===== src/rtl/tx_pkg.sv =====
package tx_pkg;
  localparam int CHAR_MAX = 8;
  localparam int FRAME_W  = CHAR_MAX + 2;

  typedef enum logic [1:0] {
    FAC_NONE = 2'b00,
    FAC_X1   = 2'b01,
    FAC_MID  = 2'b10,
    FAC_HI   = 2'b11
  } fac_e;

  typedef enum logic [1:0] {
    STP_BAD  = 2'b00,
    STP_ONE  = 2'b01,
    STP_HALF = 2'b10,
    STP_TWO  = 2'b11
  } stop_e;
endpackage


===== src/rtl/tx_hold_reg.sv =====
module tx_hold_reg #(
  parameter int DATA_W = 8
) (
  input  logic              clk,
  input  logic              rst,
  input  logic              wr_i,
  input  logic [DATA_W-1:0] data_i,
  input  logic              take_i,
  output logic              full_o,
  output logic [DATA_W-1:0] data_o
);
  logic              full_q;
  logic [DATA_W-1:0] data_q;

  always_ff @(posedge clk) begin
    if (rst) begin
      full_q <= 1'b0;
      data_q <= '0;
    end else begin
      if (wr_i) begin
        full_q <= 1'b1;
        data_q <= data_i;
      end else if (take_i) begin
        full_q <= 1'b0;
      end
    end
  end

  assign full_o = full_q;
  assign data_o = data_q;

  // a sampled write always leaves a character held
  p_write_fills_r7: assert property (@(posedge clk) disable iff (rst)
    wr_i |=> full_q);
  // a take without a write empties the register
  p_take_empties_r10: assert property (@(posedge clk) disable iff (rst)
    (take_i && !wr_i) |=> !full_q);
endmodule


===== src/rtl/tx_frame_build.sv =====
module tx_frame_build
  import tx_pkg::*;
#(
  parameter int DIV_MID = 16,
  parameter int DIV_HI  = 64,
  parameter int CNT_W   = 8,
  parameter int NB_W    = 4
) (
  input  logic [7:0]          mode_i,
  input  logic [CHAR_MAX-1:0] data_i,
  output logic [FRAME_W-1:0]  frame_o,
  output logic [NB_W-1:0]     nbits_o,
  output logic [CNT_W-1:0]    div_o,
  output logic [CNT_W-1:0]    stop_o
);
  logic [3:0]          clen;
  logic                par_en;
  logic                par_bit;
  logic [CHAR_MAX-1:0] mask;
  fac_e                fac;
  stop_e               stp;

  assign fac    = fac_e'(mode_i[1:0]);
  assign stp    = stop_e'(mode_i[7:6]);
  assign clen   = 4'd5 + {2'b00, mode_i[3:2]};
  assign par_en = mode_i[4];

  always_comb begin
    for (int i = 0; i < CHAR_MAX; i++) begin
      mask[i] = (i < int'(clen));
    end
  end

  assign par_bit = (^(data_i & mask)) ^ ~mode_i[5];

  always_comb begin
    frame_o    = '1;
    frame_o[0] = 1'b0;
    for (int i = 0; i < CHAR_MAX; i++) begin
      if (mask[i]) frame_o[i+1] = data_i[i];
    end
    if (par_en) frame_o[int'(clen) + 1] = par_bit;
  end

  assign nbits_o = NB_W'(clen) + NB_W'(par_en) + NB_W'(1);

  always_comb begin
    unique case (fac)
      FAC_MID: div_o = CNT_W'(DIV_MID);
      FAC_HI:  div_o = CNT_W'(DIV_HI);
      default: div_o = CNT_W'(1);
    endcase
  end

  always_comb begin
    unique case (stp)
      STP_HALF: stop_o = (div_o == CNT_W'(1)) ? CNT_W'(2) : div_o + (div_o >> 1);
      STP_TWO:  stop_o = div_o << 1;
      default:  stop_o = div_o;
    endcase
  end
endmodule


===== src/rtl/tx_shifter.sv =====
module tx_shifter #(
  parameter int FRAME_W = 10,
  parameter int CNT_W   = 8,
  parameter int NB_W    = 4
) (
  input  logic               clk,
  input  logic               rst,
  input  logic               hold_full_i,
  input  logic               tx_en_i,
  input  logic [FRAME_W-1:0] frame_i,
  input  logic [NB_W-1:0]    nbits_i,
  input  logic [CNT_W-1:0]   div_i,
  input  logic [CNT_W-1:0]   stop_i,
  output logic               take_o,
  output logic               line_o,
  output logic               busy_o
);
  logic               busy_q, in_stop_q, line_q;
  logic [FRAME_W-1:0] sh_q;
  logic [NB_W-1:0]    left_q;
  logic [CNT_W-1:0]   rem_q, div_q, stop_q;
  logic               bit_end, frame_end;

  assign bit_end   = busy_q && (rem_q == '0);
  assign frame_end = bit_end && in_stop_q;
  assign take_o    = hold_full_i && tx_en_i && (!busy_q || frame_end);

  always_ff @(posedge clk) begin
    if (rst) begin
      busy_q    <= 1'b0;
      in_stop_q <= 1'b0;
      line_q    <= 1'b1;
      sh_q      <= '0;
      left_q    <= '0;
      rem_q     <= '0;
      div_q     <= CNT_W'(1);
      stop_q    <= CNT_W'(1);
    end else if (take_o) begin
      busy_q    <= 1'b1;
      in_stop_q <= 1'b0;
      line_q    <= frame_i[0];
      sh_q      <= frame_i >> 1;
      left_q    <= nbits_i - NB_W'(1);
      rem_q     <= div_i - CNT_W'(1);
      div_q     <= div_i;
      stop_q    <= stop_i;
    end else if (frame_end) begin
      busy_q    <= 1'b0;
      in_stop_q <= 1'b0;
      line_q    <= 1'b1;
    end else if (bit_end) begin
      if (left_q != '0) begin
        line_q <= sh_q[0];
        sh_q   <= sh_q >> 1;
        left_q <= left_q - NB_W'(1);
        rem_q  <= div_q - CNT_W'(1);
      end else begin
        line_q    <= 1'b1;
        in_stop_q <= 1'b1;
        rem_q     <= stop_q - CNT_W'(1);
      end
    end else if (busy_q) begin
      rem_q <= rem_q - CNT_W'(1);
    end
  end

  assign line_o = line_q;
  assign busy_o = busy_q;

  // every frame opens with a low start bit
  p_start_low_r6: assert property (@(posedge clk) disable iff (rst)
    $rose(busy_q) |-> !line_q);
  // an idle shift stage leaves the line high
  p_idle_high_r6: assert property (@(posedge clk) disable iff (rst)
    !busy_q |-> line_q);
  // a frame only starts on a cycle that saw the enable
  p_start_needs_en_r10: assert property (@(posedge clk) disable iff (rst)
    $rose(busy_q) |-> $past(tx_en_i));
  // the stop interval is high throughout
  p_stop_high_r5: assert property (@(posedge clk) disable iff (rst)
    (busy_q && in_stop_q) |-> line_q);
endmodule


===== src/rtl/async_tx.sv =====
module async_tx
  import tx_pkg::*;
#(
  parameter int DIV_MID = 16,
  parameter int DIV_HI  = 64
) (
  input  logic       clk,
  input  logic       rst,
  input  logic [7:0] mode_i,
  input  logic       tx_en_i,
  input  logic       brk_i,
  input  logic       wr_i,
  input  logic [7:0] wr_data_i,
  output logic       txd_o,
  output logic       tx_ready_o,
  output logic       tx_empty_o
);
  localparam int CNT_W = $clog2(2 * DIV_HI + 1);
  localparam int NB_W  = $clog2(FRAME_W + 1);

  logic                hold_full, take, line, busy, brk_q;
  logic [CHAR_MAX-1:0] hold_data;
  logic [FRAME_W-1:0]  frame;
  logic [NB_W-1:0]     nbits;
  logic [CNT_W-1:0]    div, stop_len;

  tx_hold_reg #(.DATA_W(CHAR_MAX)) u_hold (
    .clk    (clk),
    .rst    (rst),
    .wr_i   (wr_i),
    .data_i (wr_data_i),
    .take_i (take),
    .full_o (hold_full),
    .data_o (hold_data)
  );

  tx_frame_build #(
    .DIV_MID (DIV_MID),
    .DIV_HI  (DIV_HI),
    .CNT_W   (CNT_W),
    .NB_W    (NB_W)
  ) u_build (
    .mode_i  (mode_i),
    .data_i  (hold_data),
    .frame_o (frame),
    .nbits_o (nbits),
    .div_o   (div),
    .stop_o  (stop_len)
  );

  tx_shifter #(
    .FRAME_W (FRAME_W),
    .CNT_W   (CNT_W),
    .NB_W    (NB_W)
  ) u_shift (
    .clk         (clk),
    .rst         (rst),
    .hold_full_i (hold_full),
    .tx_en_i     (tx_en_i),
    .frame_i     (frame),
    .nbits_i     (nbits),
    .div_i       (div),
    .stop_i      (stop_len),
    .take_o      (take),
    .line_o      (line),
    .busy_o      (busy)
  );

  always_ff @(posedge clk) begin
    if (rst) brk_q <= 1'b0;
    else     brk_q <= brk_i;
  end

  assign txd_o      = line & ~brk_q;
  assign tx_ready_o = ~hold_full & tx_en_i;
  assign tx_empty_o = ~hold_full & ~busy;

  // a sampled break holds the line low after the edge
  p_break_low_r11: assert property (@(posedge clk) disable iff (rst)
    brk_i |=> !txd_o);
  // with nothing to send, only a break can pull the line low
  p_empty_line_r9: assert property (@(posedge clk) disable iff (rst)
    (tx_empty_o && !brk_q) |-> txd_o);
  // a write drops the ready flag after the edge
  p_write_not_ready_r8: assert property (@(posedge clk) disable iff (rst)
    wr_i |=> !tx_ready_o);
endmodule


===== config.mk =====
export PLATFORM = sky130hd
export DESIGN_NAME = async_tx
export DESIGN_NICKNAME = d
export VERILOG_FILES = /design/src/rtl/tx_pkg.sv /design/src/rtl/tx_hold_reg.sv /design/src/rtl/tx_frame_build.sv /design/src/rtl/tx_shifter.sv /design/src/rtl/async_tx.sv
export SDC_FILE = /design/constraint.sdc
export NUM_CORES = 1
export LEC_CHECK = 0
export ABC_AREA = 1
export BUFFER_PORTS_ARGS = -buffer_cell sky130_fd_sc_hd__buf_2
export CAP_MARGIN = 10
export CORE_ASPECT_RATIO = 1.2
export CORE_UTILIZATION = 53
export CTS_CLUSTER_DIAMETER = 150
export CTS_CLUSTER_SIZE = 40
export DETAILED_ROUTE_END_ITERATION = 6
export PLACE_DENSITY = 0.74
export SETUP_SLACK_MARGIN = 0.3
export SYNTH_ARGS = -nofsm -noshare
export SYNTH_HDL_FRONTEND = slang
export SYNTH_SLANG_ARGS = --single-unit

===== constraint.sdc =====
create_clock -name clk -period 3.4 [get_ports clk]
set_clock_uncertainty 0.1 [all_clocks]
set_input_delay 0.68 -clock clk [delete_from_list [all_inputs] [get_ports clk]]
set_output_delay 0.68 -clock clk [all_outputs]
set_load 0.01 [all_outputs]

; Word level (Yosys, flattened, before mapping)
; Cells that the tools add are included.
[op_classes]
add_sub_neg = 11
n_bitwise = 10
eq_ne = 6
n_lt_le_gt_ge = 10
muxes = 36
n_reduce_logical = 20
[ops]
columns = op, count
row1 = 2-to-1 mux 8 bit, 6
row2 = 2-to-1 mux 9 bit, 4
row3 = greater-or-equal comparator 32 x 1 -> 1 bit (second input constant), 1
row4 = less-than comparator 32 x 6 -> 1 bit (second input constant), 1
row5 = subtractor 8 x 1 -> 8 bit (second input constant), 3
row6 = 2-to-1 mux 1 bit, 17
row7 = less-than comparator 3 x 4 -> 1 bit (first input constant), 4
row8 = 2-to-1 mux 4 bit, 4
row9 = one-hot mux 8 bit (2 select lines), 1
row10 = one-hot mux 7 bit (2 select lines), 1
row11 = bitwise mux 10 bit, 1
row12 = 2-to-1 mux 10 bit, 1
row13 = adder 7 x 6 -> 8 bit, 1
row14 = AND 8 bit, 1
row15 = equality test 2 bit (second input constant), 4
row16 = logical NOT 8 bit, 1
row17 = less-than comparator 1 x 4 -> 1 bit (first input constant), 2
row18 = less-than comparator 2 x 4 -> 1 bit (first input constant), 2
row19 = nonzero test 2 bit, 4
row20 = XOR reduction 8 bit, 1
row21 = subtractor 4 x 1 -> 4 bit (second input constant), 2
row22 = subtractor 7 x 1 -> 8 bit (second input constant), 1
row23 = equality test 7 x 1 -> 1 bit (second input constant), 1
row24 = nonzero test 3 bit, 2
row25 = 16 further kinds, 27
[word_totals]
input_bits = 21
elab_cells = 104
output_inout_bits = 3
ff_bits = 50

; Depth between registers and ports, before layout
; Gate-level depths: netlist of the first run.
[logic_depth]
word_depth = 9
depth_mapped = 15
mapped_depth_nobuf = 15

; By module
; A second synthesis of the first run with hierarchy kept.
[hier_totals]
cells_unflattened = 500
hier_area_um2 = 3210.6
[by_module_without_submodules]
columns = module, seq_area_each_um2, instances, cells_per_inst, area_per_inst_um2
row1 = tx_shifter, 800.8, 1, 322, 2134.5
row2 = tx_frame_build, 0.0, 1, 132, 718.2
row3 = tx_hold_reg, 180.2, 1, 38, 304.0
row4 = async_tx, 20.0, 1, 8, 53.8

; Worst setup path after synthesis of the first run
; No wires, ideal clock.
[synth_path]
path_type = in2reg
startpoint = input port mode_i[2]
endpoint = register u_shift.sh_q[8]
t_arrival_ns = 1.839
setup_time_ns = 0.132
path_stages = 12
slack_ns = 1.328
n_path_buf = 0
required_ns = 3.168
path_cell_list = inv_1 -> ha_1 -> nor2_1 -> nand2_1 -> nand2_1 -> inv_1 -> nand2_1 -> nand2_1 -> nand2_1 -> nand3_1 -> o21ai_0 -> a21oi_1
[synth_between]
elab_chain_len = 9
elab_cells_between_ends = 21
cone_classes = 2 x add/sub / 10 x order compare / 5 x mux / 2 x bitwise / 2 x reduce/logical
[synth_rtl]
columns = element, line_no
row1 = "start, declared", async_tx.sv:9  ; input logic [7:0] mode_i,
row2 = adder 3 x 2 -> 4 bit (*), tx_frame_build.sv:25  ; assign clen = 4'd5 + {2'b00, mode_i[3:2]};
row3 = adder 4 x 1 -> 5 bit, tx_frame_build.sv:42  ; if (par_en) frame_o[int'(clen) + 1] = par_bit;
row4 = greater-or-equal comparator 32 x 1 -> 1 bit (not written as such) / less-than comparator 32 x 6 -> 1 bit (equally long branches), tx_frame_build.sv:42
row5 = logical AND 1 bit (not written as such), tx_frame_build.sv:42
row6 = 2-to-1 mux 1 bit (not written as such), tx_frame_build.sv:42
row7 = demux 1 bit (select 4 bit), --
row8 = bitwise mux 10 bit (*), tx_frame_build.sv:42
row9 = 2-to-1 mux 10 bit (*), tx_frame_build.sv:42
row10 = 2-to-1 mux 9 bit (*), tx_shifter.sv:38  ; end else if (take_o) begin
row11 = "end signal, assigned", tx_shifter.sv:42  ; sh_q <= frame_i >> 1;
row12 = "end signal, assigned", tx_shifter.sv:54  ; sh_q <= sh_q >> 1;
row13 = "end, declared", tx_shifter.sv:19  ; logic [FRAME_W-1:0] sh_q;
; Every way passes the cells marked *; elsewhere a longest branch is shown, timed or not.
; A chain may end at the register's enable or synchronous reset.

; Final worst setup path of the first run
[layout_path]
startpoint = register u_shift.left_q[0]
endpoint = register u_shift.rem_q[6]
[layout_between]
elab_chain_len = 5
[layout_rtl]
columns = element, line_no
row1 = "start, declared", tx_shifter.sv:20  ; logic [NB_W-1:0] left_q;
row2 = "start signal, assigned", tx_shifter.sv:43  ; left_q <= nbits_i - NB_W'(1);
row3 = "start signal, assigned", tx_shifter.sv:55  ; left_q <= left_q - NB_W'(1);
row4 = nonzero test 4 bit, tx_shifter.sv:52  ; if (left_q != '0) begin
row5 = 2-to-1 mux 8 bit, tx_shifter.sv:52
row6 = 2-to-1 mux 8 bit, tx_shifter.sv:51  ; end else if (bit_end) begin
row7 = 2-to-1 mux 8 bit, tx_shifter.sv:47  ; end else if (frame_end) begin
row8 = 2-to-1 mux 8 bit, tx_shifter.sv:38
row9 = "end signal, assigned", tx_shifter.sv:44  ; rem_q <= div_i - CNT_W'(1);
row10 = "end signal, assigned", tx_shifter.sv:56  ; rem_q <= div_q - CNT_W'(1);
row11 = "end signal, assigned", tx_shifter.sv:60  ; rem_q <= stop_q - CNT_W'(1);
row12 = "end, declared", tx_shifter.sv:21  ; logic [CNT_W-1:0] rem_q, div_q, stop_q;
; Every way passes these cells. The select of a mux whose other input is x is not followed.

==> impl_metrics.ini, run 1 <==
[critical_path]
crit_buf_inv = 2
worstPathCellList = inv_1 -> ha_1 -> nand2_2 -> nand2_1 -> o21ai_1 -> nand2_1 -> nand2_1 -> inv_1 -> ha_1 -> nand2_1 -> nor2_1 -> nand3_1 -> nand3_1 -> nand3_1 -> a21oi_1
crit_type = reg2reg
worst_ep_required_time_ps = 3530
path_common_cell = nand2_1
cp_slowest_cell = dfxtp_1
end_kind = flip-flop
cpLargestDelayFamily = simple AND/OR/NAND/NOR gates
cp-start-kind = flip-flop
cp_slowest_stage_delay_ps = 330
crit_fanout = 10
worstPathArrival_ps = 2420

[global_route]
first_global_vias = 2293
grtUsageTotal_pct = 24.8
grt_first_pass_wirelength_um = 9900
grt-ovfl-total = 0
antenna_found_initial = 0
grt_max_degree = 35

[timing]
drv_slew = 0
rsz0062_at_grt = false
post-route-min-period_ps = 2290
tns_ps = 0
fin_crit_sh_pct = 67.4
setup_viol = 0
worst_pin_slew_ps = 691
slew_headroom_pct = 53.9
holdWs_ps = 371
fmax_mhz = 436
hold_viol_final = 0

[die]
pin_count = 24
start_util_pct = 55.7
die-area_mm2 = 0.00518
die_width_um = 65.9
rows = 27
core_area_mm2 = 0.00466
die_y_um = 78.7

[logic_synthesis]
synth_ff_type = dfxtp_1
synth_largest_area_cell = dfxtp_1
synth_top_area_share_pct = 33.9
netlist_area_mm2 = 0.00259
avgSynthCellArea_um2 = 6.72
async_flop_share_pct = 0
synthAdderAreaFrac_pct = 5.59
synth_common_cells = nand2_1 (87), inv_1 (57), dfxtp_1 (44)
syn-num-nets = 418
synth_mux_area_share_pct = 0
synthSimpleGateAreaFrac_pct = 30.3
synth_edf_count = 0
syn-instance-count = 386
yosysSeqAreaShare_pct = 33.9
synth_warnings = 0
synth_compound_area_share_pct = 17.3
synth_top_family_by_area = simple AND/OR/NAND/NOR gates
synth.most_common_cell = nand2_1
synthDistinctLibCells = 31
synth-seq-cells = 44
synthTopCellsByArea = dfxtp_1 (34%), nand2_1 (13%), inv_1 (8.2%)
synth-xor-area-share_pct = 2.03

[clock_network]
holdBufCountCts = 0
numCtsBuffers = 5
cts_tree = done
path_clk_slew_ps = 90
cts_num_sinks = 44
cts_resized = 0
htreeDepth = 2
cts-root-buf = clkbuf_8
insertion_delay_ps = 300
postCtsSetupBuffers = 0
clockBufferDepth = 2

[run_status]
status = complete, no violations

[route]
drt_iter0_markers = 91
vias_per_cell = 5.29
first_pass_iters = 4
wl_per_cell_um = 12.4
drt.antenna.violating_nets = 0
wl_um = 5780
wl_met2_um = 2930
routed.top_layer = met4
m1WireLength_um = 2570
drc = 0
num_vias = 2462
wl_met3_um = 139

[power]
p_leak_nw = 1.35
peakVddDrop_v = 0.000221
power_density_mw_per_mm2 = 453
total_power_mw = 1.28

[placement]
gp_congestion = 0.876
dp_hpwl_um = 4150
portBuffers = 23

[min_path]
hold_path_class = reg2reg

[cells_and_area]
nNetsFinal = 438
drive_gt1_share_pct = 12.0
diodes = 0
fill_cells = 467
area_growth_pct = 9.21

[run]
cap_violations = 0
==> final cells by class <==
cell class              count  area, µm²  area share, %
multi-input cells         273       1430           50.5
clock buffers               5       68.8           2.43
clock inverters             3       42.5           1.50
inverters                  59        223           7.86
well taps                  58       72.6           2.56
flip-flops and latches     44        881           31.1
repair buffers             23        115           4.06
==> cells in the final DEF, fill, tap and decap left out, types with 5 or more instances in the layout <==
cell type	count
inv_1	57
nand2_1	87
buf_2	23
o21ai_0	34
dfxtp_1	44
clkbuf_8	5
nand3_1	26
o21ai_1	5
ha_1	10
nor2_1	41
a21oi_1	32
==> state kept, by name, indices dropped and copies added, names as in the netlist <==
| name | count |
|---|---|
| brk_q | 1 |
| u_hold.data_o | 8 |
| u_hold.full_o | 1 |
| u_shift.busy_o | 1 |
| u_shift.div_q | 3 |
| u_shift.in_stop_q | 1 |
| u_shift.left_q | 4 |
| u_shift.line_o | 1 |
| u_shift.rem_q | 8 |
| u_shift.sh_q | 9 |
| u_shift.stop_q | 7 |
==> worst register-to-register path: stages, from the launching register on <==
cell,delay [ps]
dfxtp_1,330
inv_1,80
ha_1,260
nand2_2,190
nand2_1,90
o21ai_1,60
nand2_1,60
nand2_1,70
inv_1,80
ha_1,160
nand2_1,70
nor2_1,250
nand3_1,150
nand3_1,90
nand3_1,70
a21oi_1,120
==> stage by stage <==
step / utilization (%) / setup WS (ps) / area, µm² / std cells
floorplan: - / 1330 / 2590 / 386
global placement: 58.4 / 1050 / 2720 / 457
detailed placement: 58.4 / 953 / 2720 / 457
CTS: 60.8 / 1120 / 2830 / 465
global route: 60.8 / 795 / 2830 / 465
finish: 60.8 / 1110 / 2830 / 465
==> worst paths after layout <==
kind	from	to	slack, ps	cells after the start
min reg2reg	u_shift.left_q[1]	u_shift.left_q[1]	370	2
max	u_shift.left_q[0]	u_shift.rem_q[6]	1110	15
max reg2reg	u_shift.left_q[0]	u_shift.rem_q[6]	1110	15
min	u_shift.left_q[1]	u_shift.left_q[1]	370	2
==> metal layers <==
| layer | track usage (%) | up-vias |
|---|---|---|
| met1 | 27.4 | 1136 |
| met4 | 11.3 | 0 |
| met3 | 4.94 | 11 |
| met2 | 44.5 | 39 |
| li1 | - | 1276 |
| met5 | 0 | - |
==> power breakdown <==
part | leakage, nW | internal, mW | total (mW) | switching (mW)
Combinational | 0.935 | 0.0999 | 0.292 | 0.192
Clock | 0.0541 | 0.218 | 0.415 | 0.197
Sequential | 0.361 | 0.551 | 0.576 | 0.0251
==> kinds of logic (layout without fill, tap and decap cells) <==
family | Yosys count | after routing
AND/OR/NAND/NOR | 173 | 173
flip-flops | 44 | 44
buffers and inverters | 69 | 90
adder cells (fa/ha/maj) | 11 | 11
AO/OA/AOI/OAI | 83 | 83
XOR/XNOR | 6 | 6
No activity file was read; power rests on OpenSTA's default activity.
==> run 2: changes to the inputs <==
--- a/config.mk
+++ b/config.mk
@@ -13,7 +13,7 @@
 export CTS_CLUSTER_DIAMETER = 150
 export CTS_CLUSTER_SIZE = 40
 export DETAILED_ROUTE_END_ITERATION = 6
-export PLACE_DENSITY = 0.74
+export PLACE_DENSITY = 0.77
 export SETUP_SLACK_MARGIN = 0.3
 export SYNTH_ARGS = -nofsm -noshare
 export SYNTH_HDL_FRONTEND = slang
==> constraint.sdc (replaced) <==
create_clock -name clk -period 2 [get_ports clk]
set_clock_uncertainty 0.1 [all_clocks]
set_input_delay 0.4 -clock clk [delete_from_list [all_inputs] [get_ports clk]]
set_output_delay 0.4 -clock clk [all_outputs]
set_load 0.01 [all_outputs]
==> run 2 against run 1 <==
  * Critical path depth shrank 6
  * Setup slack got worse by 900 ps
  * Via count is 11% higher
  * Die area unchanged
  * Core utilization increased by 12 points
  * Power is 82% higher
  * First-iteration DRC count rose to 2.9 times the previous value
  * Flip-flop and latch count is the same
  * Clock power up 48%
  * Sequential power increased by 73%
  * Register-to-register slack worse by 900 ps
==> impl_metrics.ini, run 2 (synthesis results as in run 1) <==
[global_route]
grt_first_pass_wirelength_um = 10500
grtUsageTotal_pct = 26.3
first_global_vias = 2432
grt_max_degree = 20
grt-ovfl-total = 0
antenna_found_initial = 0

[route]
wl_per_cell_um = 13.5
vias_per_cell = 5.48
num_vias = 2739
first_pass_iters = 7
drc = 0
drt.antenna.violating_nets = 0
wl_um = 6740
drt_iter0_markers = 265

[critical_path]
cp_slowest_stage_delay_ps = 330
crit_type = reg2reg
cp.depth = 9
worstPathArrival_ps = 1930
crit_fanout = 5
end_kind = flip-flop
crit_buf_inv = 1
worst_ep_required_time_ps = 2140
cp-start-kind = flip-flop
path_common_cell = nand2_8
r2r_cells = 9
worstPathCellList = inv_1 -> nand3_2 -> nor2_8 -> nand2_4 -> nand2_8 -> nand2_8 -> nor3_4 -> nor2_2 -> a21oi_1
cpLargestDelayFamily = simple AND/OR/NAND/NOR gates
cp_slowest_cell = dfxtp_1

[cells_and_area]
largest_register = u_shift.sh_q
largest_register_ffs = 9
mostFrequentLayoutCells = nand2_1 (72), inv_1 (52), dfxtp_1 (37)
area_growth_pct = 31.6
diodes = 0
final_common_cell = nand2_1
nNetsFinal = 473
drive_gt1_share_pct = 30.8

[timing]
slew_headroom_pct = 74.5
fin_crit_sh_pct = 89.6
drv_slew = 0
tns_ps = 0
setup_viol = 0
rsz0062_at_grt = true
post-route-min-period_ps = 1790
fmax_mhz = 558
hold_viol_final = 0
setup_slack_ps = 208
holdWs_ps = 189
worst_pin_slew_ps = 382

[power]
peakVddDrop_v = 0.000468
total_power_mw = 2.33
p_leak_nw = 1.58
power_density_mw_per_mm2 = 682

[clock_network]
cts_num_sinks = 44
clockBufferDepth = 2
htreeDepth = 2
path_clk_slew_ps = 90
cts_tree = done
insertion_delay_ps = 310
cts-root-buf = clkbuf_8
numCtsBuffers = 5

[die]
die_width_um = 65.9
start_util_pct = 55.7
rows = 27
die-area_mm2 = 0.00518
die_y_um = 78.7
core_area_mm2 = 0.00466
pin_count = 24

[placement]
portBuffers = 23
pre_cts_ws_ps = 34.4
gp_congestion = 0.910
dp_hpwl_um = 4410

[min_path]
holdPathStages = 3
hold_path_class = in2reg

[run_status]
status = complete, no violations

[run]
cap_violations = 0
-- run 2: cell count changes in the layout (fill, tap and decap cells not counted), sizes merged --
cell | before | now
bufinv | 1 | 0
clkinvlp | 1 | 2
clkinv | 2 | 1
clkbuf | 5 | 6
nand2 | 92 | 93
buf | 23 | 57
-- run 2: layout make-up --
cell class                      instances  area (µm²)
Clock buffer                            6        82.6
Clock inverter                          2        15.0
Sequential cell                        44         890
Fill cell                             361        1250
Tap cell                               58        72.6
Timing Repair Buffer                   57         427
Multi-Input combinational cell        274        1690
Inverter                               59         236
-- run 2: where the power goes --
group | switching, mW | internal [mW]
sequential | 0.0541 | 0.940
combinational | 0.420 | 0.301
clock | 0.334 | 0.280
-- run 2: stage by stage --
| stage | std cells | cell area [µm²] | utilization (%) |
|---|---|---|---|
| after floorplan | 386 | 2640 | - |
| after global placement | 471 | 2880 | 61.9 |
| after detailed placement | 471 | 2880 | 61.9 |
| after CTS | 492 | 3240 | 69.6 |
| after global routing | 500 | 3420 | 73.3 |
| final | 500 | 3420 | 73.3 |
-- run 2: final timing paths --
kind                           from                 to  slack, ps
setup / recovery   u_shift.rem_q[6]   u_shift.rem_q[5]        210
hold / removal                brk_i              brk_q        190
setup reg to reg   u_shift.rem_q[6]   u_shift.rem_q[5]        210
hold reg to reg   u_shift.left_q[1]  u_shift.left_q[1]        370
-- run 2: per-layer routing --
metal	vias to the layer above	GRT usage, %	share of wire, %
li1	1357	-	-
met1	1263	28.4	39
met2	97	47.9	53
met3	22	4.80	4.7
met4	0	12.4	2.7
met5	-	0	0
-- run 2: worst register-to-register path, delay by kind of cell (launching register included) --
family / cells / cell delay, ps
buf+inv: 1 / 130
flops: 1 / 330
simple gates: 7 / 1040
compound gates: 1 / 150
-- run 2: repair_timing --
action / CTS / global route
setup endpoints to repair: 29 / 27
pin swaps: 14 / 20
resized for setup: 35 / 35
gates cloned: 1 / 0
setup buffers: 12 / 8
hold buffers: 0 / 0
